===== config.mk =====
export PLATFORM = sky130hd
export DESIGN_NAME = vid_timing_seq
export DESIGN_NICKNAME = d
export VERILOG_FILES = /design/src/rtl/vts_pkg.sv /design/src/rtl/vts_byte_calc.sv /design/src/rtl/vts_shadow.sv /design/src/rtl/vts_walker.sv /design/src/rtl/vid_timing_seq.sv
export SDC_FILE = /design/constraint.sdc
export NUM_CORES = 1
export LEC_CHECK = 0
export BUFFER_PORTS_ARGS = -buffer_cell sky130_fd_sc_hd__buf_2
export CORE_MARGIN = 2
export CORE_UTILIZATION = 38
export CTS_CLUSTER_SIZE = 16
export DETAILED_ROUTE_END_ITERATION = 10
export GPL_TIMING_DRIVEN = 0
export HOLD_SLACK_MARGIN = 0.1
export SYNTH_ARGS = -nofsm -noshare
export SYNTH_HDL_FRONTEND = slang
export SYNTH_SLANG_ARGS = --single-unit

===== constraint.sdc =====
create_clock -name clk_i -period 7.15 [get_ports clk_i]
set_input_delay 1.43 -clock clk_i [delete_from_list [all_inputs] [get_ports clk_i]]
set_output_delay 1.43 -clock clk_i [all_outputs]
set_load 0.01 [all_outputs]

===== src/rtl/vts_pkg.sv =====
package vts_pkg;

  typedef enum logic [2:0] {
    RG_VSA  = 3'd0,
    RG_VBP  = 3'd1,
    RG_VACT = 3'd2,
    RG_VFP  = 3'd3,
    RG_HSA  = 3'd4,
    RG_HBP  = 3'd5,
    RG_HACT = 3'd6,
    RG_HFP  = 3'd7
  } region_e;

  typedef enum logic [3:0] {
    ST_IDLE,
    ST_VSA,
    ST_VBP,
    ST_VACT,
    ST_HSA,
    ST_HBP,
    ST_HACT,
    ST_HFP,
    ST_VFP
  } state_e;

  localparam int unsigned SYNC_OVH  = 10;
  localparam int unsigned BPORCH_OVH = 10;
  localparam int unsigned FPORCH_OVH = 12;
  localparam logic [1:0]  FMT_16B   = 2'd0;

endpackage


===== src/rtl/vts_byte_calc.sv =====
module vts_byte_calc #(
  parameter int unsigned PIX_W = 16,
  parameter int unsigned CNT_W = 16
) (
  input  logic [1:0]       pix_fmt_i,
  input  logic             sync_pulse_i,
  input  logic             dual_link_i,
  input  logic [PIX_W-1:0] hsa_pix_i,
  input  logic [PIX_W-1:0] hbp_pix_i,
  input  logic [PIX_W-1:0] hact_pix_i,
  input  logic [PIX_W-1:0] hfp_pix_i,
  output logic [CNT_W-1:0] hsa_byte_o,
  output logic [CNT_W-1:0] hbp_byte_o,
  output logic [CNT_W-1:0] hact_byte_o,
  output logic [CNT_W-1:0] hfp_byte_o
);
  import vts_pkg::*;

  // product width: (sum of two PIX_W values) * 3
  localparam int unsigned PW = PIX_W + 3;

  logic [PW-1:0]    bpp;
  logic [PIX_W:0]   hbp_eff;
  logic [PIX_W-1:0] hact_eff;
  logic [PW-1:0]    hsa_prod, hbp_prod, hact_prod, hfp_prod;

  function automatic logic [CNT_W-1:0] ovh_sub(input logic [PW-1:0] prod,
                                                input logic [PW-1:0] ovh);
    logic [PW-1:0] diff;
    diff = prod - ovh;
    return (prod < ovh) ? '0 : diff[CNT_W-1:0];
  endfunction

  always_comb begin
    bpp       = (pix_fmt_i == FMT_16B) ? PW'(2) : PW'(3);
    // without a sync pulse the sync width is folded into back porch
    hbp_eff   = sync_pulse_i ? {1'b0, hbp_pix_i}
                             : ({1'b0, hsa_pix_i} + {1'b0, hbp_pix_i});
    hact_eff  = dual_link_i ? (hact_pix_i >> 1) : hact_pix_i;
    hsa_prod  = PW'(hsa_pix_i) * bpp;
    hbp_prod  = PW'(hbp_eff) * bpp;
    hact_prod = PW'(hact_eff) * bpp;
    hfp_prod  = PW'(hfp_pix_i) * bpp;
  end

  assign hsa_byte_o  = ovh_sub(hsa_prod, PW'(SYNC_OVH));
  assign hbp_byte_o  = ovh_sub(hbp_prod, PW'(BPORCH_OVH));
  assign hfp_byte_o  = ovh_sub(hfp_prod, PW'(FPORCH_OVH));
  assign hact_byte_o = hact_prod[CNT_W-1:0];

endmodule


===== src/rtl/vts_shadow.sv =====
module vts_shadow #(
  parameter int unsigned LINE_W = 12,
  parameter int unsigned CNT_W  = 16
) (
  input  logic              clk_i,
  input  logic              rst_ni,
  input  logic              load_i,
  input  logic              sync_pulse_i,
  input  logic [LINE_W-1:0] vsa_i,
  input  logic [LINE_W-1:0] vbp_i,
  input  logic [LINE_W-1:0] vact_i,
  input  logic [LINE_W-1:0] vfp_i,
  input  logic [CNT_W-1:0]  hsa_i,
  input  logic [CNT_W-1:0]  hbp_i,
  input  logic [CNT_W-1:0]  hact_i,
  input  logic [CNT_W-1:0]  hfp_i,
  output logic              sync_pulse_o,
  output logic [LINE_W-1:0] vsa_o,
  output logic [LINE_W-1:0] vbp_o,
  output logic [LINE_W-1:0] vact_o,
  output logic [LINE_W-1:0] vfp_o,
  output logic [CNT_W-1:0]  hsa_o,
  output logic [CNT_W-1:0]  hbp_o,
  output logic [CNT_W-1:0]  hact_o,
  output logic [CNT_W-1:0]  hfp_o
);

  always_ff @(posedge clk_i or negedge rst_ni) begin
    if (!rst_ni) begin
      sync_pulse_o <= 1'b0;
      vsa_o  <= '0;
      vbp_o  <= '0;
      vact_o <= '0;
      vfp_o  <= '0;
      hsa_o  <= '0;
      hbp_o  <= '0;
      hact_o <= '0;
      hfp_o  <= '0;
    end else if (load_i) begin
      sync_pulse_o <= sync_pulse_i;
      vsa_o  <= vsa_i;
      vbp_o  <= vbp_i;
      vact_o <= vact_i;
      vfp_o  <= vfp_i;
      hsa_o  <= hsa_i;
      hbp_o  <= hbp_i;
      hact_o <= hact_i;
      hfp_o  <= hfp_i;
    end
  end

endmodule


===== src/rtl/vts_walker.sv =====
module vts_walker #(
  parameter int unsigned LINE_W = 12,
  parameter int unsigned CNT_W  = 16
) (
  input  logic              clk_i,
  input  logic              rst_ni,
  input  logic              start_i,
  input  logic              sync_pulse_i,
  input  logic [LINE_W-1:0] vsa_i,
  input  logic [LINE_W-1:0] vbp_i,
  input  logic [LINE_W-1:0] vact_i,
  input  logic [LINE_W-1:0] vfp_i,
  input  logic [CNT_W-1:0]  hsa_i,
  input  logic [CNT_W-1:0]  hbp_i,
  input  logic [CNT_W-1:0]  hact_i,
  input  logic [CNT_W-1:0]  hfp_i,
  output logic              load_o,
  output logic              valid_o,
  input  logic              ready_i,
  output logic [2:0]        region_o,
  output logic [CNT_W-1:0]  count_o
);
  import vts_pkg::*;

  state_e            state_q, state_d;
  logic              start_q;
  logic [LINE_W-1:0] lines_left_q;
  logic              accept, start_rise;
  state_e            line_first;
  region_e           region;

  assign accept     = valid_o && ready_i;
  assign start_rise = start_i && !start_q;
  assign line_first = sync_pulse_i ? ST_HSA : ST_HBP;
  assign load_o     = ((state_q == ST_IDLE) && start_rise) ||
                      ((state_q == ST_VFP) && accept && start_i);

  always_comb begin
    state_d = state_q;
    unique case (state_q)
      ST_IDLE: if (start_rise) state_d = ST_VSA;
      ST_VSA:  if (accept) state_d = ST_VBP;
      ST_VBP:  if (accept) state_d = ST_VACT;
      ST_VACT: if (accept) state_d = (vact_i == '0) ? ST_VFP : line_first;
      ST_HSA:  if (accept) state_d = ST_HBP;
      ST_HBP:  if (accept) state_d = ST_HACT;
      ST_HACT: if (accept) state_d = ST_HFP;
      ST_HFP:  if (accept) state_d = (lines_left_q == LINE_W'(1)) ? ST_VFP : line_first;
      ST_VFP:  if (accept) state_d = start_i ? ST_VSA : ST_IDLE;
      default: state_d = ST_IDLE;
    endcase
  end

  always_ff @(posedge clk_i or negedge rst_ni) begin
    if (!rst_ni) begin
      state_q      <= ST_IDLE;
      start_q      <= 1'b0;
      lines_left_q <= '0;
    end else begin
      state_q <= state_d;
      start_q <= start_i;
      if (state_q == ST_VACT && accept)
        lines_left_q <= vact_i;
      else if (state_q == ST_HFP && accept)
        lines_left_q <= lines_left_q - LINE_W'(1);
    end
  end

  always_comb begin
    valid_o = 1'b1;
    region  = RG_VFP;
    count_o = '0;
    unique case (state_q)
      ST_IDLE: valid_o = 1'b0;
      ST_VSA:  begin region = RG_VSA;  count_o = CNT_W'(vsa_i);  end
      ST_VBP:  begin region = RG_VBP;  count_o = CNT_W'(vbp_i);  end
      ST_VACT: begin region = RG_VACT; count_o = CNT_W'(vact_i); end
      ST_HSA:  begin region = RG_HSA;  count_o = hsa_i;  end
      ST_HBP:  begin region = RG_HBP;  count_o = hbp_i;  end
      ST_HACT: begin region = RG_HACT; count_o = hact_i; end
      ST_HFP:  begin region = RG_HFP;  count_o = hfp_i;  end
      ST_VFP:  begin region = RG_VFP;  count_o = CNT_W'(vfp_i); end
      default: valid_o = 1'b0;
    endcase
  end

  assign region_o = region;


  hold_stable_chk: assert property (@(posedge clk_i) disable iff (!rst_ni)
    valid_o && !ready_i |=> valid_o && $stable(region_o) && $stable(count_o));


  idle_after_vfp_chk: assert property (@(posedge clk_i) disable iff (!rst_ni)
    valid_o && ready_i && region_o != 3'(RG_VFP) |=> valid_o);


  vsa_then_vbp_chk: assert property (@(posedge clk_i) disable iff (!rst_ni)
    valid_o && ready_i && region_o == 3'(RG_VSA) |=> region_o == 3'(RG_VBP));


  no_lines_skip_chk: assert property (@(posedge clk_i) disable iff (!rst_ni)
    valid_o && ready_i && region_o == 3'(RG_VACT) && vact_i == '0
    |=> region_o == 3'(RG_VFP));


  hsa_pulse_only_chk: assert property (@(posedge clk_i) disable iff (!rst_ni)
    valid_o && region_o == 3'(RG_HSA) |-> sync_pulse_i);

endmodule


===== src/rtl/vid_timing_seq.sv =====
module vid_timing_seq #(
  parameter int unsigned LINE_W = 12,
  parameter int unsigned PIX_W  = 16,
  parameter int unsigned CNT_W  = 16
) (
  input  logic              clk_i,
  input  logic              rst_ni,
  input  logic              start_i,
  input  logic              sync_pulse_i,
  input  logic              dual_link_i,
  input  logic [1:0]        pix_fmt_i,
  input  logic [LINE_W-1:0] vsa_lines_i,
  input  logic [LINE_W-1:0] vbp_lines_i,
  input  logic [LINE_W-1:0] vact_lines_i,
  input  logic [LINE_W-1:0] vfp_lines_i,
  input  logic [PIX_W-1:0]  hsa_pix_i,
  input  logic [PIX_W-1:0]  hbp_pix_i,
  input  logic [PIX_W-1:0]  hact_pix_i,
  input  logic [PIX_W-1:0]  hfp_pix_i,
  output logic              tok_valid_o,
  input  logic              tok_ready_i,
  output logic [2:0]        tok_region_o,
  output logic [CNT_W-1:0]  tok_count_o
);

  logic [CNT_W-1:0]  hsa_b, hbp_b, hact_b, hfp_b;
  logic [CNT_W-1:0]  hsa_s, hbp_s, hact_s, hfp_s;
  logic [LINE_W-1:0] vsa_s, vbp_s, vact_s, vfp_s;
  logic              pulse_s, load;

  vts_byte_calc #(.PIX_W(PIX_W), .CNT_W(CNT_W)) i_calc (
    .pix_fmt_i    (pix_fmt_i),
    .sync_pulse_i (sync_pulse_i),
    .dual_link_i  (dual_link_i),
    .hsa_pix_i    (hsa_pix_i),
    .hbp_pix_i    (hbp_pix_i),
    .hact_pix_i   (hact_pix_i),
    .hfp_pix_i    (hfp_pix_i),
    .hsa_byte_o   (hsa_b),
    .hbp_byte_o   (hbp_b),
    .hact_byte_o  (hact_b),
    .hfp_byte_o   (hfp_b)
  );

  vts_shadow #(.LINE_W(LINE_W), .CNT_W(CNT_W)) i_shadow (
    .clk_i        (clk_i),
    .rst_ni       (rst_ni),
    .load_i       (load),
    .sync_pulse_i (sync_pulse_i),
    .vsa_i        (vsa_lines_i),
    .vbp_i        (vbp_lines_i),
    .vact_i       (vact_lines_i),
    .vfp_i        (vfp_lines_i),
    .hsa_i        (hsa_b),
    .hbp_i        (hbp_b),
    .hact_i       (hact_b),
    .hfp_i        (hfp_b),
    .sync_pulse_o (pulse_s),
    .vsa_o        (vsa_s),
    .vbp_o        (vbp_s),
    .vact_o       (vact_s),
    .vfp_o        (vfp_s),
    .hsa_o        (hsa_s),
    .hbp_o        (hbp_s),
    .hact_o       (hact_s),
    .hfp_o        (hfp_s)
  );

  vts_walker #(.LINE_W(LINE_W), .CNT_W(CNT_W)) i_walker (
    .clk_i        (clk_i),
    .rst_ni       (rst_ni),
    .start_i      (start_i),
    .sync_pulse_i (pulse_s),
    .vsa_i        (vsa_s),
    .vbp_i        (vbp_s),
    .vact_i       (vact_s),
    .vfp_i        (vfp_s),
    .hsa_i        (hsa_s),
    .hbp_i        (hbp_s),
    .hact_i       (hact_s),
    .hfp_i        (hfp_s),
    .load_o       (load),
    .valid_o      (tok_valid_o),
    .ready_i      (tok_ready_i),
    .region_o     (tok_region_o),
    .count_o      (tok_count_o)
  );


  reset_idle_chk: assert property (@(posedge clk_i)
    !rst_ni |-> !tok_valid_o);

endmodule


After elaboration in Yosys (flattened, before gate mapping). Cells that the tools add are included. W data, S select, Z words.

Equality and inequality tests: 18. $add $sub $neg: 5. Shift-type cells: 0. Muxes and demuxes: 25. Divide/modulo/power cells: 0. Order comparisons: 3. Bitwise operators: 0. Reductions and logical operators: 15. $mul: 4.

Operators with widths (count): $pmux W16 S8 (1); $mux W16 (4); $lt A19 B4 Y1 const B (3); $sub A16 B4 Y16 const B (3); $mux W4 (11); $mul A16 B2 Y18 (2); $pmux W4 S9 (1); $mux W12 (2); $pmux W3 S7 (1); $mul A16 B19 Y16 (1); $mul A17 B2 Y19 (1); $ne A2 B1 Y1 const B (9); $add A16 B16 Y17 (1); $mux W17 (1); $eq A4 B3 Y1 const B (4); $eq A12 B1 Y1 const B (1); $logic_not A12 Y1 (1); $sub A12 B1 Y12 const B (1); $reduce_and A9 Y1 (1); $eq A4 B2 Y1 const B (2); $reduce_or A8 Y1 (1); $logic_and A1 B1 Y1 (7); $eq A4 B1 Y1 const B (1); $eq A4 B4 Y1 const B (1); 6 further kinds (9).

Register bits: 130. Bits in writable memories: 0. ROM bits: 0. Memories: 0. Logic and storage cells: 82. Latch bits: 0. Input bits: 120.

Logic depth before layout (Yosys ltp).
Depth after elaboration: 7. Gate-level depth with buffers: 23. Mapped depth without buffers: 22.

By module. From an unflattened synthesis, not the netlist that was laid out.

Cells, all modules: 1261. Area total of the unflattened synthesis: 12032.8 µm².

Modules (own cells, without submodules): vts_byte_calc (instances 1, area an instance 5432.7 µm², seq. area each 0.0 µm², cells an instance 765); vts_shadow (instances 1, area an instance 4488.1 µm², seq. area each 2827.7 µm², cells an instance 239); vts_walker (instances 1, area an instance 2112.0 µm², seq. area each 425.4 µm², cells an instance 257).

Least setup slack after synthesis. No wires, ideal clock.

Path kind: in2reg. From: input port hsa_pix_i[0]. To: register i_shadow.hbp_o[15]. Setup time: 82 ps. Slack: 1345 ps. Arrival time: 5723 ps. Stages on the path: 21. Required time: 7068 ps. Path through: ha_1 inv_1 fa_1 nand2b_1 a21o_1 a21oi_2 xnor2_1 o21ai_0 and2_1 ha_1 or4_1 a21o_1 o2111a_1 nor2b_1 xnor2_1 xnor2_1 or4_4 nor2_4 o21ai_2 or4b_1 a31oi_1.

Word-level cells in the longest chain between the ends: 5.

Ends and longest elaborated chain: start: declaration (RTL line vid_timing_seq.sv:16) `input logic [PIX_W-1:0] hsa_pix_i,`; $add A16 B16 Y17 (*) (RTL line vts_byte_calc.sv:38) `: ({1'b0, hsa_pix_i} + {1'b0, hbp_pix_i});`; $mux W17 (*) (RTL line vts_byte_calc.sv:37) `hbp_eff = sync_pulse_i ? {1'b0, hbp_pix_i}`; $mul A17 B2 Y19 (*) (RTL line vts_byte_calc.sv:41) `hbp_prod = PW'(hbp_eff) * bpp;`; $sub A16 B4 Y16 or $lt A19 B4 Y1 (tied branches) (RTL line vts_byte_calc.sv:30, vts_byte_calc.sv:31); $mux W16 (*) (RTL line vts_byte_calc.sv:31) `return (prod < ovh) ? '0 : diff[CNT_W-1:0];`; end signal: assignment (RTL line vts_shadow.sv:46) `hbp_o <= hbp_i;`; end: declaration (RTL line vts_shadow.sv:23) `output logic [CNT_W-1:0] hbp_o,`.

Mark *: on every way between the ends. The rest lies on a longest branch, timed or not. A chain may end at the register's enable or synchronous reset.

Worst setup path in the final report.
From: input port pix_fmt_i[1]. To: register i_shadow.hbp_o[9].

Word-level cells in the longest chain between the ends: 5.

Ends and longest elaborated chain: start: declaration (RTL line vid_timing_seq.sv:11) `input logic [1:0] pix_fmt_i,`; $logic_not A2 Y1 (*) (RTL line vts_byte_calc.sv:35) `bpp = (pix_fmt_i == FMT_16B) ? PW'(2) : PW'(3);`; $mux W1 (*) (RTL line vts_byte_calc.sv:35); $mul A17 B2 Y19 (*) (RTL line vts_byte_calc.sv:41); $sub A16 B4 Y16 or $lt A19 B4 Y1 (tied branches) (RTL line vts_byte_calc.sv:30, vts_byte_calc.sv:31); $mux W16 (*) (RTL line vts_byte_calc.sv:31).

Marks and branches as above.

==> run metrics <==
cell area after synthesis 11,500 um^2; WL per Instance 17.5 um; critical path class primary input to flop; syn_nets 1,613; Final Hold Vio Count 0; I/O pin cnt 140; Max-Slew Margin vs Limit 33.2%; Mapped Cells 1,407; clock sinks 130; Mean Syn Cell Area 8.17 um^2; DP HPWL 27.5 mm; hold depth 2; number of H-tree levels 4; Final Skew 0.0116 ns; Num CTS Buffers 17; total power 4.13 mW; min Tclk post-route 6.20 ns; largest net degree at the start of global routing 76; synth cell count leaders nand2_1 (274), dfrtp_1 (130), nor2_1 (89); max-slew violation total from the final report 0; GPL Wtd Cong 0.921; Bufs and invs on worst path 5; Post-layout nets 1,771; Antenna Violating Nets Remaining 0; number of global-route vias before repair 10,397; fraction of registers with async set or reset after synthesis 100%; Worst Max-Slew Pin Slew 0.992 ns; Initial Util 38.7%; DRC Markers 0; dpl cell area 12,700 um^2; Critical Path Fanout Max 10; fraction of layout instances using a drive strength above 1 16.2%; CP Launch Type primary input; Most used DFF post-synth dfrtp_1; core area 29,700 um^2; Synth area leaders dfrtp_1 (28%), nand2_1 (9.0%), ha_1 (8.8%); PD cells 311 nW/um^2; setup violators final 0; max_cap viols 0; Max stage delay on crit path 0.60 ns; first-pass GRT wire length 54.9 mm; CP cell instances buf_2 > or2_2 > clkbuf_1 > clkbuf_1 > clkbuf_1 > and2_1 > ha_1 > fa_1 > a211o_1 > a21o_1 > o2111a_1 > nor2b_1 > xnor2_1 > xnor2_1 > or4_4 > nor2_4 > o21ai_2 > nor4_4 > buf_6 > o31ai_2; worst hold margin 0.478 ns; Final Cycle Share 86.7%; Seq cells post-synth 130; CP Capture Type flop; Cell variety after synth 96; Slowest-stage cell, CP or4_4; drt initial violations 732; port bufs 138; # rows 63; CTS max path bufs 2; status completed; Die Wd 178 um; Clock Pin Slew Worst Setup and Hold Paths 0.06 ns; Reg2Reg Depth 7; Worst EP arrival 6.49 ns; post-synth top area share 28.3%; HP Class flop to flop; most frequent cell after synthesis nand2_1; WP data required 7.44 ns; Worst VDD drop 0.135 mV; DIE AREA 31,600 um^2; Seq/Total Area, Yosys 28.3%; fin area 13,300 um^2; RSZ-0062 raised after global routing no; P&R area growth vs syn 15.9%; initial antenna violation count 0; fmax 161 MHz; Critical Path Most Common Cell clkbuf_1; Yosys warnings 0; CTS Hold Buffers Added 0; number of post-CTS setup repair buffers 0; Top delay family on crit path simple AND/OR/NAND/NOR gates; Pleak 6.13 nW; Worst-Skew Late Latency 0.43 ns; Post-synth EDFFs 0; CTS tree built; via/cell ratio 5.50; CP Depth 20; drt first pass iters 5; total wire length 34.5 mm; via count 10,834; all-layer global routing usage 22.1%; total gr overflow 0; number of gates resized after cts 0; Die Span Y 178 um; sum of negative setup slack 0 ns; post-synth top area cell dfrtp_1; Root Driver clkbuf_16
-- layout make-up --
cell class                 instances  area [um^2]
fill                            3002        16400
multi-input combinational       1178         7850
sequential                       130         3250
timing repair buffer             139          724
tap                              390          488
clock buffer                      17          425
buffer                            62          248
clock inverter                    15          181
inverter                          37          139
antenna                            1         2.50
-- worst register-to-register path, delay by kind of cell (launching register included) --
family / cells / cell delay [ns]
AND/OR/NAND/NOR: 3 / 0.86
buffers and inverters: 3 / 1.29
AO/OA/AOI/OAI: 1 / 0.20
flip-flops: 1 / 0.36
-- routing by layer --
layer  track usage [%]  vias to the layer above  part of all wire (%)
met5                 0                        -                     0
met4              7.45                        0                   2.7
met3              3.19                       49                   4.8
met2              36.7                      256                    46
met1              29.3                     5161                    46
li1                  -                     5368                     -
-- flip-flops by register name, summed over array words and instances (netlist names) --
signal                 flops
i_shadow.hact_o           16
i_shadow.hbp_o            16
i_shadow.hfp_o            16
i_shadow.hsa_o            16
i_shadow.sync_pulse_o      1
i_shadow.vact_o           12
i_shadow.vbp_o            12
i_shadow.vfp_o            12
i_shadow.vsa_o            12
i_walker.lines_left_q     12
i_walker.start_q           1
i_walker.state_q           4
-- through the flow --
stage               worst slack (ns)  utilization, %  std cells
finish                         0.954            44.8       1969
global route                   0.615            44.8       1968
CTS                            0.880            44.8       1968
detailed placement             0.451            42.7       1936
global placement               0.460            42.6       1935
floorplan                       1.35               -       1407
-- cells by family after synthesis --
family | synth area share [%]
AO/OA/AOI/OAI | 23.1
XOR/XNOR | 6.78
adder cells (fa/ha/maj) | 9.69
buffers and inverters | 3.36
flip-flops | 28.3
multiplexers | 4.83
AND/OR/NAND/NOR | 23.9
-- power breakdown --
| part | leakage (nW) | internal, mW | total [mW] | switching (mW) |
|---|---|---|---|---|
| Combinational | 4.17 | 0.795 | 1.90 | 1.10 |
| Clock | 0.294 | 0.551 | 0.906 | 0.355 |
| Sequential | 1.67 | 1.05 | 1.33 | 0.283 |
-- worst paths after layout --
kind                                      from                 end  slack (ns)
max reg2reg                i_walker.state_q[2]  i_shadow.hbp_o[14]        4.35
max in group asynchronous               rst_ni  i_shadow.hfp_o[12]        5.42
min reg2reg                  i_shadow.vsa_o[2]   i_shadow.vsa_o[2]        0.48
min in group asynchronous               rst_ni  i_shadow.vact_o[8]        0.95
min                          i_shadow.vsa_o[2]   i_shadow.vsa_o[2]        0.48
max                               pix_fmt_i[1]   i_shadow.hbp_o[9]        0.95
-- cells in the final DEF, fill, tap and decap left out, types with 6 or more instances in the layout --
| cell type | Yosys | layout |
|---|---|---|
| nand2_1 | 274 | 274 |
| buf_2 | 3 | 140 |
| dfrtp_1 | 130 | 130 |
| nor2_1 | 89 | 89 |
| o21ai_0 | 83 | 83 |
| ha_1 | 81 | 81 |
| a21oi_1 | 76 | 76 |
| and2_1 | 65 | 65 |
| xnor2_1 | 60 | 60 |
| clkbuf_1 | 53 | 53 |
| o31ai_1 | 34 | 34 |
| inv_1 | 33 | 33 |
| xor2_1 | 29 | 29 |
| nor3_1 | 27 | 27 |
| a21o_1 | 27 | 27 |
| mux2_2 | 26 | 26 |
| nor2b_1 | 20 | 20 |
| nand3_1 | 20 | 20 |
| clkbuf_16 | 0 | 17 |
| a22oi_1 | 16 | 16 |
| mux2i_1 | 15 | 15 |
| nand2b_1 | 14 | 14 |
| o21bai_1 | 14 | 14 |
| nor4_1 | 13 | 13 |
| a31oi_1 | 11 | 11 |
| o21a_1 | 10 | 10 |
| a211oi_1 | 9 | 9 |
| o211ai_1 | 8 | 8 |
| o31ai_2 | 8 | 8 |
| a221oi_1 | 7 | 7 |
| a22o_1 | 6 | 6 |
| or3_1 | 6 | 6 |
| a221o_1 | 6 | 6 |
(Power assumes the default switching activity.)
